File: src/rtl/wpc_pkg.sv
package wpc_pkg;

  typedef enum logic [1:0] {
    BP_NONE    = 2'd0,
    BP_QUARTER = 2'd1,
    BP_HALF    = 2'd2,
    BP_ALL     = 2'd3
  } bp_level_e;

  localparam int unsigned SB_BUSY = 0;
  localparam int unsigned SB_WEL  = 1;
  localparam int unsigned SB_BP_LO = 2;
  localparam int unsigned SB_BP_HI = 3;
  localparam int unsigned SB_ARM  = 7;

  function automatic logic [7:0] pack_status(input logic arm, input logic [1:0] bp,
                                             input logic wel, input logic busy);
    return {arm, 3'b000, bp, wel, busy};
  endfunction

  function automatic logic [1:0] bp_of(input logic [7:0] sr);
    return sr[SB_BP_HI:SB_BP_LO];
  endfunction

endpackage

File: src/rtl/wpc_protect.sv
module wpc_protect #(
  parameter int unsigned ADDR_W = 10
) (
  input  logic [1:0]        bp_i,
  input  logic [ADDR_W-1:0] addr_i,
  output logic              guarded_o
);
  import wpc_pkg::*;

  localparam int unsigned TOP = ADDR_W - 1;

  logic in_top_half;
  logic in_top_quarter;

  generate
    if (ADDR_W >= 2) begin : g_wide
      assign in_top_half    = addr_i[TOP];
      assign in_top_quarter = addr_i[TOP] & addr_i[TOP-1];
    end else begin : g_narrow
      assign in_top_half    = addr_i[TOP];
      assign in_top_quarter = addr_i[TOP];
    end
  endgenerate

  always_comb begin
    unique case (bp_level_e'(bp_i))
      BP_NONE:    guarded_o = 1'b0;
      BP_QUARTER: guarded_o = in_top_quarter;
      BP_HALF:    guarded_o = in_top_half;
      default:    guarded_o = 1'b1;
    endcase
  end

endmodule

File: src/rtl/wpc_timer.sv
module wpc_timer #(
  parameter int unsigned CYCLES = 8
) (
  input  logic clk,
  input  logic rst_n,
  input  logic start_i,
  output logic busy_o,
  output logic done_o
);
  localparam int unsigned CNT_W = (CYCLES > 2) ? $clog2(CYCLES) : 1;
  localparam logic [CNT_W-1:0] LOAD = CNT_W'(CYCLES - 1);

  logic [CNT_W-1:0] cnt_q;

  assign done_o = busy_o && (cnt_q == '0);

  always_ff @(posedge clk or negedge rst_n) begin
    if (!rst_n) begin
      busy_o <= 1'b0;
      cnt_q  <= '0;
    end else if (start_i && !busy_o) begin
      busy_o <= 1'b1;
      cnt_q  <= LOAD;
    end else if (done_o) begin
      busy_o <= 1'b0;
    end else if (busy_o) begin
      cnt_q <= cnt_q - 1'b1;
    end
  end

endmodule

File: src/rtl/wpc_wel.sv
module wpc_wel (
  input  logic clk,
  input  logic rst_n,
  input  logic set_i,
  input  logic clr_i,
  output logic wel_o
);
  always_ff @(posedge clk or negedge rst_n) begin
    if (!rst_n)     wel_o <= 1'b0;
    else if (clr_i) wel_o <= 1'b0;
    else if (set_i) wel_o <= 1'b1;
  end
endmodule

File: src/rtl/wpc_top.sv
module wpc_top #(
  parameter int unsigned ADDR_W    = 10,
  parameter int unsigned WR_CYCLES = 8
) (
  input  logic              clk,
  input  logic              rst_n,
  input  logic              cs_n,
  input  logic              wp_n,
  input  logic              cmd_wren,
  input  logic              cmd_wrdi,
  input  logic              cmd_wrsr,
  input  logic              cmd_array_wr,
  input  logic [7:0]        sr_wdata,
  input  logic [ADDR_W-1:0] wr_addr,
  output logic [7:0]        status_o,
  output logic              wr_grant_o,
  output logic              wr_grant_sr_o,
  output logic              wr_deny_o
);
  import wpc_pkg::*;

  logic       cs_q;
  logic       arm_q;
  logic [1:0] bp_q;
  logic       pend_v;
  logic       pend_sr;
  logic [7:0] pend_data;

  logic busy;
  logic cyc_done;
  logic wel;
  logic guarded;

  // named internal events
  logic cs_rise;
  logic pin_armed;
  logic sr_ok;
  logic arr_ok;
  logic deny_req;
  logic sr_cancel;
  logic start_wr;

  wpc_protect #(.ADDR_W(ADDR_W)) u_protect (
    .bp_i      (bp_q),
    .addr_i    (wr_addr),
    .guarded_o (guarded)
  );

  wpc_timer #(.CYCLES(WR_CYCLES)) u_timer (
    .clk     (clk),
    .rst_n   (rst_n),
    .start_i (start_wr),
    .busy_o  (busy),
    .done_o  (cyc_done)
  );

  wpc_wel u_wel (
    .clk   (clk),
    .rst_n (rst_n),
    .set_i (cmd_wren && !busy),
    .clr_i ((cmd_wrdi && !busy) || cyc_done),
    .wel_o (wel)
  );

  assign cs_rise   = cs_n && !cs_q;
  assign pin_armed = arm_q && !wp_n;
  assign sr_ok     = cmd_wrsr && !busy && wel && !pin_armed && !pend_v;
  assign arr_ok    = cmd_array_wr && !cmd_wrsr && !busy && wel && !guarded && !pend_v;
  assign deny_req  = (cmd_wrsr && !sr_ok) || (cmd_array_wr && !arr_ok);
  assign sr_cancel = pend_v && pend_sr && pin_armed;
  assign start_wr  = cs_rise && pend_v && !sr_cancel;

  always_ff @(posedge clk or negedge rst_n) begin
    if (!rst_n) cs_q <= 1'b1;
    else        cs_q <= cs_n;
  end

  always_ff @(posedge clk or negedge rst_n) begin
    if (!rst_n) begin
      pend_v    <= 1'b0;
      pend_sr   <= 1'b0;
      pend_data <= '0;
    end else if (cs_rise || sr_cancel) begin
      pend_v  <= 1'b0;
      pend_sr <= 1'b0;
    end else if (sr_ok) begin
      pend_v    <= 1'b1;
      pend_sr   <= 1'b1;
      pend_data <= sr_wdata;
    end else if (arr_ok) begin
      pend_v  <= 1'b1;
      pend_sr <= 1'b0;
    end
  end

  always_ff @(posedge clk or negedge rst_n) begin
    if (!rst_n) begin
      arm_q <= 1'b0;
      bp_q  <= 2'b00;
    end else if (start_wr && pend_sr) begin
      arm_q <= pend_data[SB_ARM];
      bp_q  <= bp_of(pend_data);
    end
  end

  always_ff @(posedge clk or negedge rst_n) begin
    if (!rst_n) begin
      wr_grant_o    <= 1'b0;
      wr_grant_sr_o <= 1'b0;
      wr_deny_o     <= 1'b0;
    end else begin
      wr_grant_o    <= start_wr;
      wr_grant_sr_o <= start_wr && pend_sr;
      wr_deny_o     <= deny_req || sr_cancel;
    end
  end

  assign status_o = pack_status(arm_q, bp_q, wel, busy);

endmodule

File: config.mk
export PLATFORM = sky130hd
export DESIGN_NAME = wpc_top
export DESIGN_NICKNAME = d
export VERILOG_FILES = /design/src/rtl/wpc_pkg.sv /design/src/rtl/wpc_protect.sv /design/src/rtl/wpc_timer.sv /design/src/rtl/wpc_wel.sv /design/src/rtl/wpc_top.sv
export SDC_FILE = /design/constraint.sdc
export NUM_CORES = 1
export LEC_CHECK = 0
export BUFFER_PORTS_ARGS = -buffer_cell sky130_fd_sc_hd__buf_2
export CORE_ASPECT_RATIO = 0.9
export CORE_MARGIN = 4
export CORE_UTILIZATION = 45
export CTS_CLUSTER_DIAMETER = 200
export DETAILED_ROUTE_END_ITERATION = 10
export GPL_TIMING_DRIVEN = 0
export MAX_ROUTING_LAYER = met4
export PLACE_DENSITY = 0.79
export SLEW_MARGIN = 20
export SYNTH_ARGS = -nofsm -noshare
export SYNTH_HDL_FRONTEND = slang
export SYNTH_SLANG_ARGS = --single-unit
File: constraint.sdc
create_clock -name clk -period 1.69 [get_ports clk]
set_clock_uncertainty 0.1 [all_clocks]
set_input_delay 0.507 -clock clk [delete_from_list [all_inputs] [get_ports clk]]
set_output_delay 0.507 -clock clk [all_outputs]
set_load 0.05 [all_outputs]
==> impl_metrics.prom <==
# TYPE chip_impl_metric gauge
chip_impl_info{name="synth_top_flop_cell",value="sky130_fd_sc_hd__dfrtp_1"} 1
chip_impl_metric{name="finalWirelength",unit="um"} 1490
chip_impl_metric{name="timing.critical_path.buf_inv",unit=""} 2
chip_impl_info{name="crit_path_start_kind",value="register"} 1
chip_impl_metric{name="placer_congestion",unit=""} 0.782
chip_impl_metric{name="clock_sink_count",unit=""} 17
chip_impl_metric{name="area_growth_syn_to_layout",unit="%"} 21.2
chip_impl_metric{name="critical_path.max_stage_delay",unit="ps"} 430
chip_impl_metric{name="worst_skew_pair.late_latency",unit="ps"} 290
chip_impl_info{name="run_status",value="finished, final reports clean"} 1
chip_impl_info{name="hp-class",value="in -> async"} 1
chip_impl_metric{name="post-synth-top-area-fraction",unit=""} 0.474
chip_impl_metric{name="seqPwrFrac",unit=""} 0.408
chip_impl_metric{name="cts_max_path_buffers",unit=""} 2
chip_impl_metric{name="io_buffer_count",unit=""} 20
chip_impl_info{name="worst-setup-path-type",value="reg -> out"} 1
chip_impl_metric{name="ys.warnings.count",unit=""} 0
chip_impl_metric{name="synth_area",unit="um^2"} 845
chip_impl_metric{name="timing.final.max_slew_violations",unit=""} 0
chip_impl_metric{name="cts_made_buffers",unit=""} 3
chip_impl_metric{name="finalCriticalPeriod",unit="ps"} 1650
chip_impl_info{name="cp_top_family",value="flip-flops"} 1
chip_impl_metric{name="globalRouteMet3Util",unit=""} 0.0367
chip_impl_metric{name="count_of_cell_types_in_the_netlist",unit=""} 28
chip_impl_metric{name="antenna_cells_inserted",unit=""} 0
chip_impl_metric{name="worst-endpoint-arrival",unit="ps"} 1040
chip_impl_metric{name="synth_edf_count",unit=""} 0
chip_impl_metric{name="p_leak",unit="nW"} 0.512
chip_impl_metric{name="vias_per_inst",unit=""} 4.96
chip_impl_metric{name="grt_util_all_layers",unit=""} 0.133
chip_impl_metric{name="grt_pass1_wl",unit="um"} 2530
chip_impl_metric{name="maxClockFrequency",unit="MHz"} 607
chip_impl_metric{name="finalSetupViolCount",unit=""} 0
chip_impl_metric{name="floorplan.core_area",unit="um^2"} 1720
chip_impl_metric{name="comb_power_share",unit=""} 0.461
chip_impl_metric{name="post-route-util",unit=""} 0.596
chip_impl_metric{name="power.net_switching",unit="mW"} 0.656
chip_impl_metric{name="post_drt_wl_per_cell",unit="um"} 11.8
chip_impl_metric{name="placementRows",unit=""} 14
chip_impl_metric{name="synth.ff_latch_count",unit=""} 17
chip_impl_metric{name="globalRouteMet1Util",unit=""} 0.174
chip_impl_info{name="yosysTopAreaCell",value="sky130_fd_sc_hd__dfrtp_1"} 1
chip_impl_metric{name="dp_hpwl",unit="um"} 1210
chip_impl_metric{name="grt_max_degree",unit=""} 18
chip_impl_info{name="cp_slowest_cell",value="sky130_fd_sc_hd__dfrtp_1"} 1
chip_impl_metric{name="synthesis.instances",unit=""} 75
chip_impl_metric{name="firstDrtPassIters",unit=""} 4
chip_impl_info{name="setup.worst_path.end_class",value="output port"} 1
chip_impl_metric{name="cts_max_level",unit=""} 1
chip_impl_metric{name="critical_path_rt",unit="ps"} 1080
chip_impl_metric{name="global_route.usage.met2",unit=""} 0.192
chip_impl_info{name="tritoncts",value="built"} 1
chip_impl_metric{name="nFillCells",unit=""} 155
chip_impl_metric{name="cell_internal_pwr",unit="mW"} 0.957
chip_impl_metric{name="worst_setup_hold_path_clk_slew",unit="ps"} 90
chip_impl_metric{name="fin_cells",unit=""} 126
chip_impl_metric{name="nets",unit=""} 131
chip_impl_info{name="unrepaired_setup_endpoints_after_global_routing",value="no"} 1
chip_impl_metric{name="share_clk_of_total_power",unit=""} 0.131
chip_impl_info{name="worstPathCellList",value="buf_4 -> buf_4"} 1
chip_impl_metric{name="post_route_cells_drive_above_1_share",unit=""} 0.392
chip_impl_metric{name="grt_remaining_overflow",unit=""} 0
chip_impl_metric{name="die_width",unit="um"} 53.7
chip_impl_metric{name="die_h",unit="um"} 49.1
chip_impl_metric{name="power.density",unit="nW/um^2"} 1580
chip_impl_metric{name="place.detailed.instances",unit=""} 121
chip_impl_metric{name="fin_crit_sh",unit=""} 0.975
chip_impl_metric{name="yosysSeqAreaShare",unit=""} 0.505
chip_impl_info{name="cts_root_buf",value="sky130_fd_sc_hd__clkbuf_4"} 1
chip_impl_metric{name="hold_violations",unit=""} 0
chip_impl_metric{name="crit_fanout",unit=""} 4
chip_impl_metric{name="via_count",unit=""} 625
chip_impl_metric{name="drt_first_iter_violations",unit=""} 8
chip_impl_metric{name="die_area",unit="um^2"} 2630
chip_impl_info{name="grt_busiest_layer",value="met2"} 1
chip_impl_metric{name="maxCapViolations",unit=""} 0
chip_impl_metric{name="vdd_ir_drop_max",unit="uV"} 985
chip_impl_metric{name="initial_utilization",unit=""} 0.492
chip_impl_metric{name="power.share.switching",unit=""} 0.407
chip_impl_metric{name="synthesis.area_per_instance",unit="um^2"} 11.3
chip_impl_metric{name="detail_route.drc_violations",unit=""} 0
chip_impl_metric{name="antenna_found_initial",unit=""} 0
chip_impl_metric{name="vias_in_the_first_global_route",unit=""} 589
chip_impl_metric{name="antenna_violating_nets_post_route",unit=""} 0
chip_impl_metric{name="async_reset_ff_frac",unit=""} 1.00
chip_impl_metric{name="io-pin-count",unit=""} 37
chip_impl_metric{name="hold_buffers",unit=""} 0
chip_impl_info{name="synth_top_cells_by_area",value="sky130_fd_sc_hd__dfrtp_1 (47%), sky130_fd_sc_hd__mux2_2 (8.0%), sky130_fd_sc_hd__buf_4 (5.3%), sky130_fd_sc_hd__nor3b_4 (4.4%), sky130_fd_sc_hd__dfstp_2 (3.1%)"} 1
chip_impl_info{name="crit_top_cell",value="sky130_fd_sc_hd__buf_4"} 1
power groups by stage:
stage,Sequential [mW],Combinational [mW],Clock [mW]
CTS,0.666,0.717,0.219
floorplan,0.713,0.499,0
global placement,0.662,0.671,0
finish,0.658,0.743,0.212
global route,0.679,0.811,0.238
detailed placement,0.674,0.700,0
final timing paths:
kind                                       startpoint                  endpoint  slack, ps  cells after the start
max                           u_wel.wel_o$_DFFE_PN0P_               status_o[1]         40                      2
min                                             rst_n  pend_data[2]$_DFFE_PN0P_         20                      1
max reg2reg                u_timer.busy_o$_DFFE_PN0P_       wr_deny_o$_DFF_PN0_         90                      4
min reg2reg                  pend_data[2]$_DFFE_PN0P_  pend_data[2]$_DFFE_PN0P_        410                      1
max in group asynchronous                       rst_n            cs_q$_DFF_PN1_       1170                      1
min in group clk                                 cs_n            cs_q$_DFF_PN1_        230                      1
synth_stat cells, drive strengths merged (2+ instances only):
master,instances
inv,4
nor2b,3
nor2,4
ha,2
dfrtp,16
a31oi,4
nand2b,3
nand2,5
nor3b,3
nand3,2
and3,2
mux2,6
buf,6
a211oi,2
registers in the layout, summed over array words and instances (netlist names):
signal,flops
pend_v,1
wr_grant_o,1
arm_q,1
pend_data,3
u_wel.wel_o,1
u_timer.cnt_q,3
cs_q,1
wr_deny_o,1
pend_sr,1
u_timer.busy_o,1
wr_grant_sr_o,1
bp_q,2
logic make-up (layout without fill, tap and decap cells):
| kind of cell | after synthesis | in the layout | synth area share |
|---|---|---|---|
| flip-flops | 17 | 17 | 0.505 |
| AO/OA/AOI/OAI | 13 | 13 | 0.114 |
| adder cells (fa/ha/maj) | 2 | 2 | 0.0296 |
| buffers and inverters | 11 | 36 | 0.0755 |
| multiplexers | 6 | 6 | 0.0800 |
| AND/OR/NAND/NOR | 25 | 25 | 0.191 |
| other | 1 | 3 | 0.00444 |
layer usage:
layer / routed length, um / part of all wire
met2: 681 / 0.46
met3: 99 / 0.066
met5: 0 / 0
met4: 23 / 0.015
met1: 689 / 0.46
cells in the final DEF, fill, tap and decap left out, drive strengths merged:
cell     instances
conb             3
nand4            1
nand2b           3
a21oi            1
a221o            1
nor2             4
inv              4
a211oi           2
nand4b           1
nor3b            3
a31oi            4
a21bo            1
o2111ai          1
o211a            1
ha               2
o21ai            1
clkbuf           6
nor2b            3
dfstp            1
o31ai            1
and3             2
dfrtp           16
nand2            5
nand3b           1
nand3            2
mux2             6
buf             26
metrics by stage:
stage	setup TNS [ps]	power [mW]	area, um^2	hold WS (ps)	setup slack, ps
6_report	0	1.61	1020	16.7	41.9
5_1_grt	0	1.73	1020	32.4	3.96
4_1_cts	0	1.60	1010	29.3	23.8
3_5_place_dp	-40.2	1.37	982	349	-16.5
3_3_place_gp	0	1.33	982	340	11.6
2_1_floorplan	0	1.21	852	111	189
cell type report:
class	count	area [um^2]	area share
buffer	7	48.8	0.0477
clock buffer	4	26.3	0.0257
inverter	4	15.0	0.0147
multi-input combinational	49	362	0.353
sequential	17	427	0.417
tap	24	30.0	0.0293
timing repair buffer	21	115	0.112
what timing repair did:
item | 4_1_cts | 5_1_grt
endpoints found under the setup margin | 2 | 2
buffers inserted | 0 | 1
resized for setup | 2 | 1
endpoints found under the hold margin | 0 | 0
No activity file was read; power rests on OpenSTA's default activity.
